==> src/rtl/hpp_pkg.sv <==
`timescale 1ns/1ps
package hpp_pkg;
  typedef enum logic {SW_INDIV = 1'b0, SW_GANG   = 1'b1} sw_mode_e;
  typedef enum logic {OC_PORT  = 1'b0, OC_GLOBAL = 1'b1} oc_mode_e;
endpackage

==> src/rtl/hpp_oc_filter.sv <==
`timescale 1ns/1ps
module hpp_oc_filter #(
  parameter int FILT_W = 8
) (
  input  logic              clk_i,
  input  logic              rst_ni,
  input  logic              flag_i,
  input  logic [FILT_W-1:0] limit_i,
  output logic              filt_o
);
  logic              s1_q, s2_q;
  logic [FILT_W-1:0] cnt_q;

  always_ff @(posedge clk_i or negedge rst_ni) begin
    if (!rst_ni) begin
      s1_q   <= 1'b0;
      s2_q   <= 1'b0;
      cnt_q  <= '0;
      filt_o <= 1'b0;
    end else begin
      s1_q <= flag_i;
      s2_q <= s1_q;
      if (!s2_q) begin
        cnt_q  <= '0;
        filt_o <= 1'b0;
      end else if (!filt_o) begin
        if (cnt_q == limit_i) filt_o <= 1'b1;
        else                  cnt_q  <= cnt_q + 1'b1;
      end
    end
  end

  // acceptance only from a synchronised high level
  p_accept_from_high_r5: assert property (@(posedge clk_i) disable iff (!rst_ni)
    $rose(filt_o) |-> $past(s2_q));
  // a dropped synchronised flag releases the filter
  p_release_r8: assert property (@(posedge clk_i) disable iff (!rst_ni)
    !s2_q |=> !filt_o);
endmodule

==> src/rtl/hpp_status.sv <==
`timescale 1ns/1ps
module hpp_status #(
  parameter int N_PORTS = 2
) (
  input  logic                  clk_i,
  input  logic                  rst_ni,
  input  hpp_pkg::oc_mode_e     oc_mode_i,
  input  logic [N_PORTS-1:0]    filt_i,
  input  logic [N_PORTS-1:0]    clr_port_chg_i,
  input  logic                  clr_hub_chg_i,
  input  logic                  in_poll_i,
  output logic [N_PORTS-1:0]    oc_hit_o,
  output logic [N_PORTS-1:0]    port_oc_o,
  output logic [N_PORTS-1:0]    port_chg_o,
  output logic                  hub_oc_o,
  output logic                  hub_chg_o,
  output logic                  pend_o,
  output logic                  rpt_o
);
  import hpp_pkg::*;

  logic [N_PORTS-1:0] port_tog, port_rise;
  logic               hub_tog, hub_rise, any_filt, evt;

  assign any_filt = |filt_i;

  always_comb begin
    port_tog  = '0;
    port_rise = '0;
    hub_tog   = 1'b0;
    hub_rise  = 1'b0;
    if (oc_mode_i == OC_GLOBAL) begin
      hub_tog  = any_filt ^ hub_oc_o;
      hub_rise = any_filt & ~hub_oc_o;
    end else begin
      port_tog  = filt_i ^ port_oc_o;
      port_rise = filt_i & ~port_oc_o;
    end
  end

  assign oc_hit_o = hub_rise ? '1 : port_rise;
  assign evt      = hub_tog | (|port_tog);

  always_ff @(posedge clk_i or negedge rst_ni) begin
    if (!rst_ni) begin
      port_oc_o  <= '0;
      port_chg_o <= '0;
      hub_oc_o   <= 1'b0;
      hub_chg_o  <= 1'b0;
      pend_o     <= 1'b0;
      rpt_o      <= 1'b0;
    end else begin
      if (oc_mode_i == OC_GLOBAL) begin
        hub_oc_o  <= any_filt;
        port_oc_o <= '0;
      end else begin
        hub_oc_o  <= 1'b0;
        port_oc_o <= filt_i;
      end
      // a new event outranks a clear in the same cycle
      port_chg_o <= (port_chg_o & ~clr_port_chg_i) | port_tog;
      hub_chg_o  <= (hub_chg_o & ~clr_hub_chg_i) | hub_tog;
      rpt_o      <= in_poll_i & pend_o;
      if (evt)            pend_o <= 1'b1;
      else if (in_poll_i) pend_o <= 1'b0;
    end
  end

  // in global sensing the port change bits gain nothing
  p_port_quiet_r7: assert property (@(posedge clk_i) disable iff (!rst_ni)
    (oc_mode_i == OC_GLOBAL) && $past(oc_mode_i == OC_GLOBAL)
      |-> ((port_chg_o & ~$past(port_chg_o)) == '0));
  // in per-port sensing the hub change bit never rises
  p_hub_quiet_r6: assert property (@(posedge clk_i) disable iff (!rst_ni)
    (oc_mode_i == OC_PORT) && $past(oc_mode_i == OC_PORT) |-> !$rose(hub_chg_o));
  // a poll with no fresh event empties the pending flag
  p_poll_clears_r9: assert property (@(posedge clk_i) disable iff (!rst_ni)
    in_poll_i && !evt |=> !pend_o);
  // a report needs something pending
  p_rpt_pending_r9: assert property (@(posedge clk_i) disable iff (!rst_ni)
    rpt_o |-> $past(pend_o) && $past(in_poll_i));
endmodule

==> src/rtl/hpp_power.sv <==
`timescale 1ns/1ps
module hpp_power #(
  parameter int N_PORTS = 2
) (
  input  logic                  clk_i,
  input  logic                  rst_ni,
  input  hpp_pkg::sw_mode_e     sw_mode_i,
  input  logic [N_PORTS-1:0]    set_i,
  input  logic [N_PORTS-1:0]    clr_i,
  input  logic [N_PORTS-1:0]    off_i,
  output logic [N_PORTS-1:0]    pwr_o,
  output logic [N_PORTS-1:0]    pin_o
);
  import hpp_pkg::*;

  always_ff @(posedge clk_i or negedge rst_ni) begin
    if (!rst_ni) pwr_o <= '0;
    else         pwr_o <= (pwr_o | set_i) & ~clr_i & ~off_i;
  end

  assign pin_o = (sw_mode_i == SW_GANG) ? {N_PORTS{|pwr_o}} : pwr_o;

  // an overcurrent hit removes power from the hit ports
  p_oc_off_r6: assert property (@(posedge clk_i) disable iff (!rst_ni)
    (|off_i) |=> ((pwr_o & $past(off_i)) == '0));
  // the shared pin falls only when no port still wants power
  p_gang_drop_r4: assert property (@(posedge clk_i) disable iff (!rst_ni)
    (sw_mode_i == SW_GANG) && $past(sw_mode_i == SW_GANG) && $fell(pin_o[0])
      |-> (pwr_o == '0));
  // a clear request always wins
  p_clear_wins_r2: assert property (@(posedge clk_i) disable iff (!rst_ni)
    (|clr_i) |=> ((pwr_o & $past(clr_i)) == '0));
endmodule

==> src/rtl/hub_port_power.sv <==
`timescale 1ns/1ps
module hub_port_power #(
  parameter int N_PORTS = 2,
  parameter int FILT_W  = 8
) (
  input  logic                clk_i,
  input  logic                rst_ni,
  input  logic                gang_mode_i,
  input  logic                global_oc_i,
  input  logic [FILT_W-1:0]   filt_cycles_i,
  input  logic [N_PORTS-1:0]  set_pwr_i,
  input  logic [N_PORTS-1:0]  clr_pwr_i,
  input  logic [N_PORTS-1:0]  clr_port_chg_i,
  input  logic                clr_hub_chg_i,
  input  logic [N_PORTS-1:0]  oc_flag_i,
  input  logic                in_poll_i,
  output logic [N_PORTS-1:0]  pwr_en_o,
  output logic [N_PORTS-1:0]  port_pwr_o,
  output logic [N_PORTS-1:0]  port_oc_o,
  output logic [N_PORTS-1:0]  port_oc_chg_o,
  output logic                hub_oc_o,
  output logic                hub_oc_chg_o,
  output logic                chg_pend_o,
  output logic                status_rpt_o
);
  import hpp_pkg::*;

  logic [N_PORTS-1:0] filt, oc_hit;
  sw_mode_e sw_mode;
  oc_mode_e oc_mode;

  assign sw_mode = sw_mode_e'(gang_mode_i);
  assign oc_mode = oc_mode_e'(global_oc_i);

  for (genvar i = 0; i < N_PORTS; i++) begin : g_filt
    hpp_oc_filter #(.FILT_W(FILT_W)) u_filt (
      .clk_i   (clk_i),
      .rst_ni  (rst_ni),
      .flag_i  (oc_flag_i[i]),
      .limit_i (filt_cycles_i),
      .filt_o  (filt[i])
    );
  end

  hpp_status #(.N_PORTS(N_PORTS)) u_status (
    .clk_i          (clk_i),
    .rst_ni         (rst_ni),
    .oc_mode_i      (oc_mode),
    .filt_i         (filt),
    .clr_port_chg_i (clr_port_chg_i),
    .clr_hub_chg_i  (clr_hub_chg_i),
    .in_poll_i      (in_poll_i),
    .oc_hit_o       (oc_hit),
    .port_oc_o      (port_oc_o),
    .port_chg_o     (port_oc_chg_o),
    .hub_oc_o       (hub_oc_o),
    .hub_chg_o      (hub_oc_chg_o),
    .pend_o         (chg_pend_o),
    .rpt_o          (status_rpt_o)
  );

  hpp_power #(.N_PORTS(N_PORTS)) u_power (
    .clk_i     (clk_i),
    .rst_ni    (rst_ni),
    .sw_mode_i (sw_mode),
    .set_i     (set_pwr_i),
    .clr_i     (clr_pwr_i),
    .off_i     (oc_hit),
    .pwr_o     (port_pwr_o),
    .pin_o     (pwr_en_o)
  );

  // individual switching mirrors the power bits on the pins
  p_indiv_pins_r3: assert property (@(posedge clk_i) disable iff (!rst_ni)
    !gang_mode_i |-> (pwr_en_o == port_pwr_o));
  // a hub overcurrent leaves no port powered
  p_global_off_r7: assert property (@(posedge clk_i) disable iff (!rst_ni)
    global_oc_i && $rose(hub_oc_o) |-> (port_pwr_o == '0));
endmodule

==> config.mk <==
export PLATFORM = sky130hd
export DESIGN_NAME = hub_port_power
export DESIGN_NICKNAME = d
export VERILOG_FILES = /design/src/rtl/hpp_pkg.sv /design/src/rtl/hpp_oc_filter.sv /design/src/rtl/hpp_status.sv /design/src/rtl/hpp_power.sv /design/src/rtl/hub_port_power.sv
export SDC_FILE = /design/constraint.sdc
export NUM_CORES = 1
export LEC_CHECK = 0
export ABC_AREA = 1
export BUFFER_PORTS_ARGS = -buffer_cell sky130_fd_sc_hd__buf_4
export CORE_ASPECT_RATIO = 0.7
export CORE_MARGIN = 2
export CORE_UTILIZATION = 50
export DETAILED_ROUTE_END_ITERATION = 8
export PLACE_DENSITY = 0.81
export SYNTH_ARGS = -nofsm -noshare
export SYNTH_HDL_FRONTEND = slang
export SYNTH_SLANG_ARGS = --single-unit
export TNS_END_PERCENT = 20
==> constraint.sdc <==
create_clock -name clk_i -period 1.6 [get_ports clk_i]
set_clock_uncertainty 0.2 [all_clocks]
set_input_delay 0.16 -clock clk_i [delete_from_list [all_inputs] [get_ports clk_i]]
set_output_delay 0.16 -clock clk_i [all_outputs]
set_load 0.005 [all_outputs]
==> reports/metrics.cfg <==
[outcome]
status = completed

[clocking]
clkSlewWorstSetupHoldPaths_ns = 0.07
clock_path_buffers = 2
htreeDepth = 2
cts_tree = yes
cts-root-buf = clkbuf_8
numCtsBuffers = 5
cts_sinks = 32
insertion_delay_ns = 0.29

[place]
place.gp.congestion = 0.963
post-place-ws_ns = 0.0237
placed_cell_area_um2 = 2240
dpl.hpwl_mm = 3.18
io_buffers = 33

[power_and_ir_drop]
p_per_area_nw_per_um2 = 753
p_leak_nw = 1.40
ir_drop_mv = 0.648

[synth]
yosysMostFrequentCell = nand2_1
netlist_top_cells_count = nand2_1, inv_1, dfrtp_1
synth_seq_area_share = 0.423
async_reset_ff_frac = 1.00
synth_area_leader_cell = dfrtp_1
syn_nets = 280
yosysWarnings = 0
synthCells = 253
synthFlopType = dfrtp_1
synth.distinct_cells = 27
syn_area_um2 = 1890
ys_ff_latch = 32
syn_avg_cell_area_um2 = 7.48
synth_edf_count = 0
yosys-top-cells-area = dfrtp_1, nand2_1, inv_1
synth_top_cell_area_share = 0.423

[min_path]
holdCritPathClass = in -> async

[routing]
antenna_left = 0
route.detailed.wl_per_inst_um = 13.4
drc_errors = 0
first_pass_iters = 4
drt_iter0_drc = 125
drt-vias-per-instance = 5.13
num_vias = 1886
drt_wl_total_mm = 4.94

[die]
die_x_um = 77.5
num_rows = 18
start_util = 0.529
die_h_um = 55.5
io-pin-count = 34
core_um2 = 3580
dieArea_um2 = 4300

[global_routing]
grt_start_max_net_pins = 33
grt_first_pass_wirelength_mm = 7.89
grt_overflow_total = 0
grt_pass1_vias = 1696
antenna_found_initial = 0
grt_util_all_layers = 0.236

[timing]
clock.fmax_ghz = 0.647
slew_headroom = 0.656
post-route-min-period_ns = 1.55
hold_viol_final = 0
min_period_over_period = 0.966
worst_slew_pin_slew_ns = 0.516
rsz0062_at_grt = true
slew_viol_final = 0
layout_setup_ws_ns = 0.0542
setup_viol = 0
setup_tns_ns = 0

[layout]
final-seq-area_um2 = 808
num-nets-final = 344
drive_above_1_share = 0.270
multi_input_area_um2 = 987
diodes = 0
fillers = 264
areaGrowthSynthToFinish_pct = 38.7
final_cell_area_um2 = 2630

[worst_setup_path]
crit_start = g_filt[0].u_filt.cnt_q[2]
start_kind = register
arrival_ns = 1.57
critPathCaptureType = register
r2r_start = g_filt[0].u_filt.cnt_q[2]
path_class = reg -> reg
required_ns = 1.62
r2r_cells = 7
rrSetupSlack_ns = 0.05
r2r-end = g_filt[0].u_filt.cnt_q[3]
path_max_fanout = 8

[flow_run]
timing.max_cap.violations = 0

layout make-up:
cell class,instances,share of cell area
timing repair buffer,63,0.192
multi-input combinational,178,0.376
inverter,37,0.0529
clock buffer,7,0.0367
sequential,32,0.308
tap,50,0.0238
clock inverter,1,0.0114
cell usage in the layout, fill, tap and decap left out, types with 2 or more instances in the layout:
master | Yosys | final
dlygate4sd3_1 | 0 | 12
o22ai_1 | 3 | 3
nand2_4 | 3 | 3
dfrtp_2 | 0 | 6
nand3_2 | 3 | 4
xnor2_2 | 0 | 2
o21ai_0 | 6 | 6
ha_1 | 5 | 3
nand3_1 | 25 | 24
nand2_1 | 80 | 79
xnor2_1 | 6 | 4
buf_4 | 1 | 51
nand4_1 | 12 | 12
a21oi_1 | 5 | 5
nand2_2 | 2 | 3
nor2_1 | 15 | 13
clkbuf_8 | 0 | 7
xor2_1 | 4 | 4
inv_1 | 37 | 36
dfrtp_1 | 32 | 26
nor2_4 | 0 | 3
nor2_2 | 3 | 2
through the flow:
stage | hold slack (ns) | std cells | util | total power, mW
6_report | 0.151 | 368 | 0.733 | 1.98
5_1_grt | 0.179 | 368 | 0.733 | 2.05
4_1_cts | 0.151 | 360 | 0.695 | 1.95
3_5_place_dp | -0.0792 | 340 | 0.626 | 1.07
3_3_place_gp | -0.0812 | 340 | 0.626 | 1.06
2_1_floorplan | -0.336 | 253 | - | 0.970
worst max-delay path, stage by stage (launching register included):
cell and delay [ns]:
dfrtp_2 0.45, xnor2_2 0.16, nand2_1 0.07, nor2_2 0.20
nand2_4 0.10, nand2_4 0.14, nand3_1 0.10, nand2_1 0.07
per-layer routing:
metal	share of wire	vias to the layer above	GRT usage
met2	0.48	74	0.355
met3	0.063	8	0.0654
li1	-	930	-
met4	0.014	0	0.0740
met5	0	-	0
met1	0.45	874	0.331
worst max-delay path by stage:
stage                     cells past startpoint  slack, ns                   endpoint
final                                         7       0.05  g_filt[0].u_filt.cnt_q[3]
after global routing                          8      -0.04  g_filt[0].u_filt.cnt_q[5]
after CTS                                     9       0.02  g_filt[1].u_filt.cnt_q[4]
after detailed placement                      7       0.02  g_filt[0].u_filt.cnt_q[6]
after global placement                        9       0.06  g_filt[0].u_filt.cnt_q[3]
after floorplan                               7       0.06            u_status.pend_o
sequential cells by signal (all words and copies together) (netlist names):
name / count
g_filt.u_filt.cnt_q: 16
g_filt.u_filt.filt_o: 2
g_filt.u_filt.s1_q: 2
g_filt.u_filt.s2_q: 2
u_power.pwr_o: 2
u_status.port_chg_o: 2
u_status.port_oc_o: 2
u_status.hub_chg_o: 1
u_status.hub_oc_o: 1
u_status.pend_o: 1
u_status.rpt_o: 1
cell families after synthesis:
| group | synth area share |
|---|---|
| adders and majority gates | 0.0330 |
| AOI/OAI and AO/OA | 0.0430 |
| buffers and inverters | 0.0965 |
| DFF | 0.423 |
| and+or+nand+nor | 0.358 |
| xor gates and xnor gates | 0.0463 |
report_power, final:
group,switching (mW),internal (mW),total [mW]
logic,0.116,0.129,0.246
clock network,0.307,0.549,0.856
registers,0.0397,0.835,0.875
what timing repair did:
item,CTS,global route
hold endpoints to repair,43,0
cloned,0,1
hold buffers,12,0
pin swaps,0,7
resized for setup,1,20
endpoints found under the setup margin,1,17
buffers inserted,0,7
(Power assumes the default switching activity.)
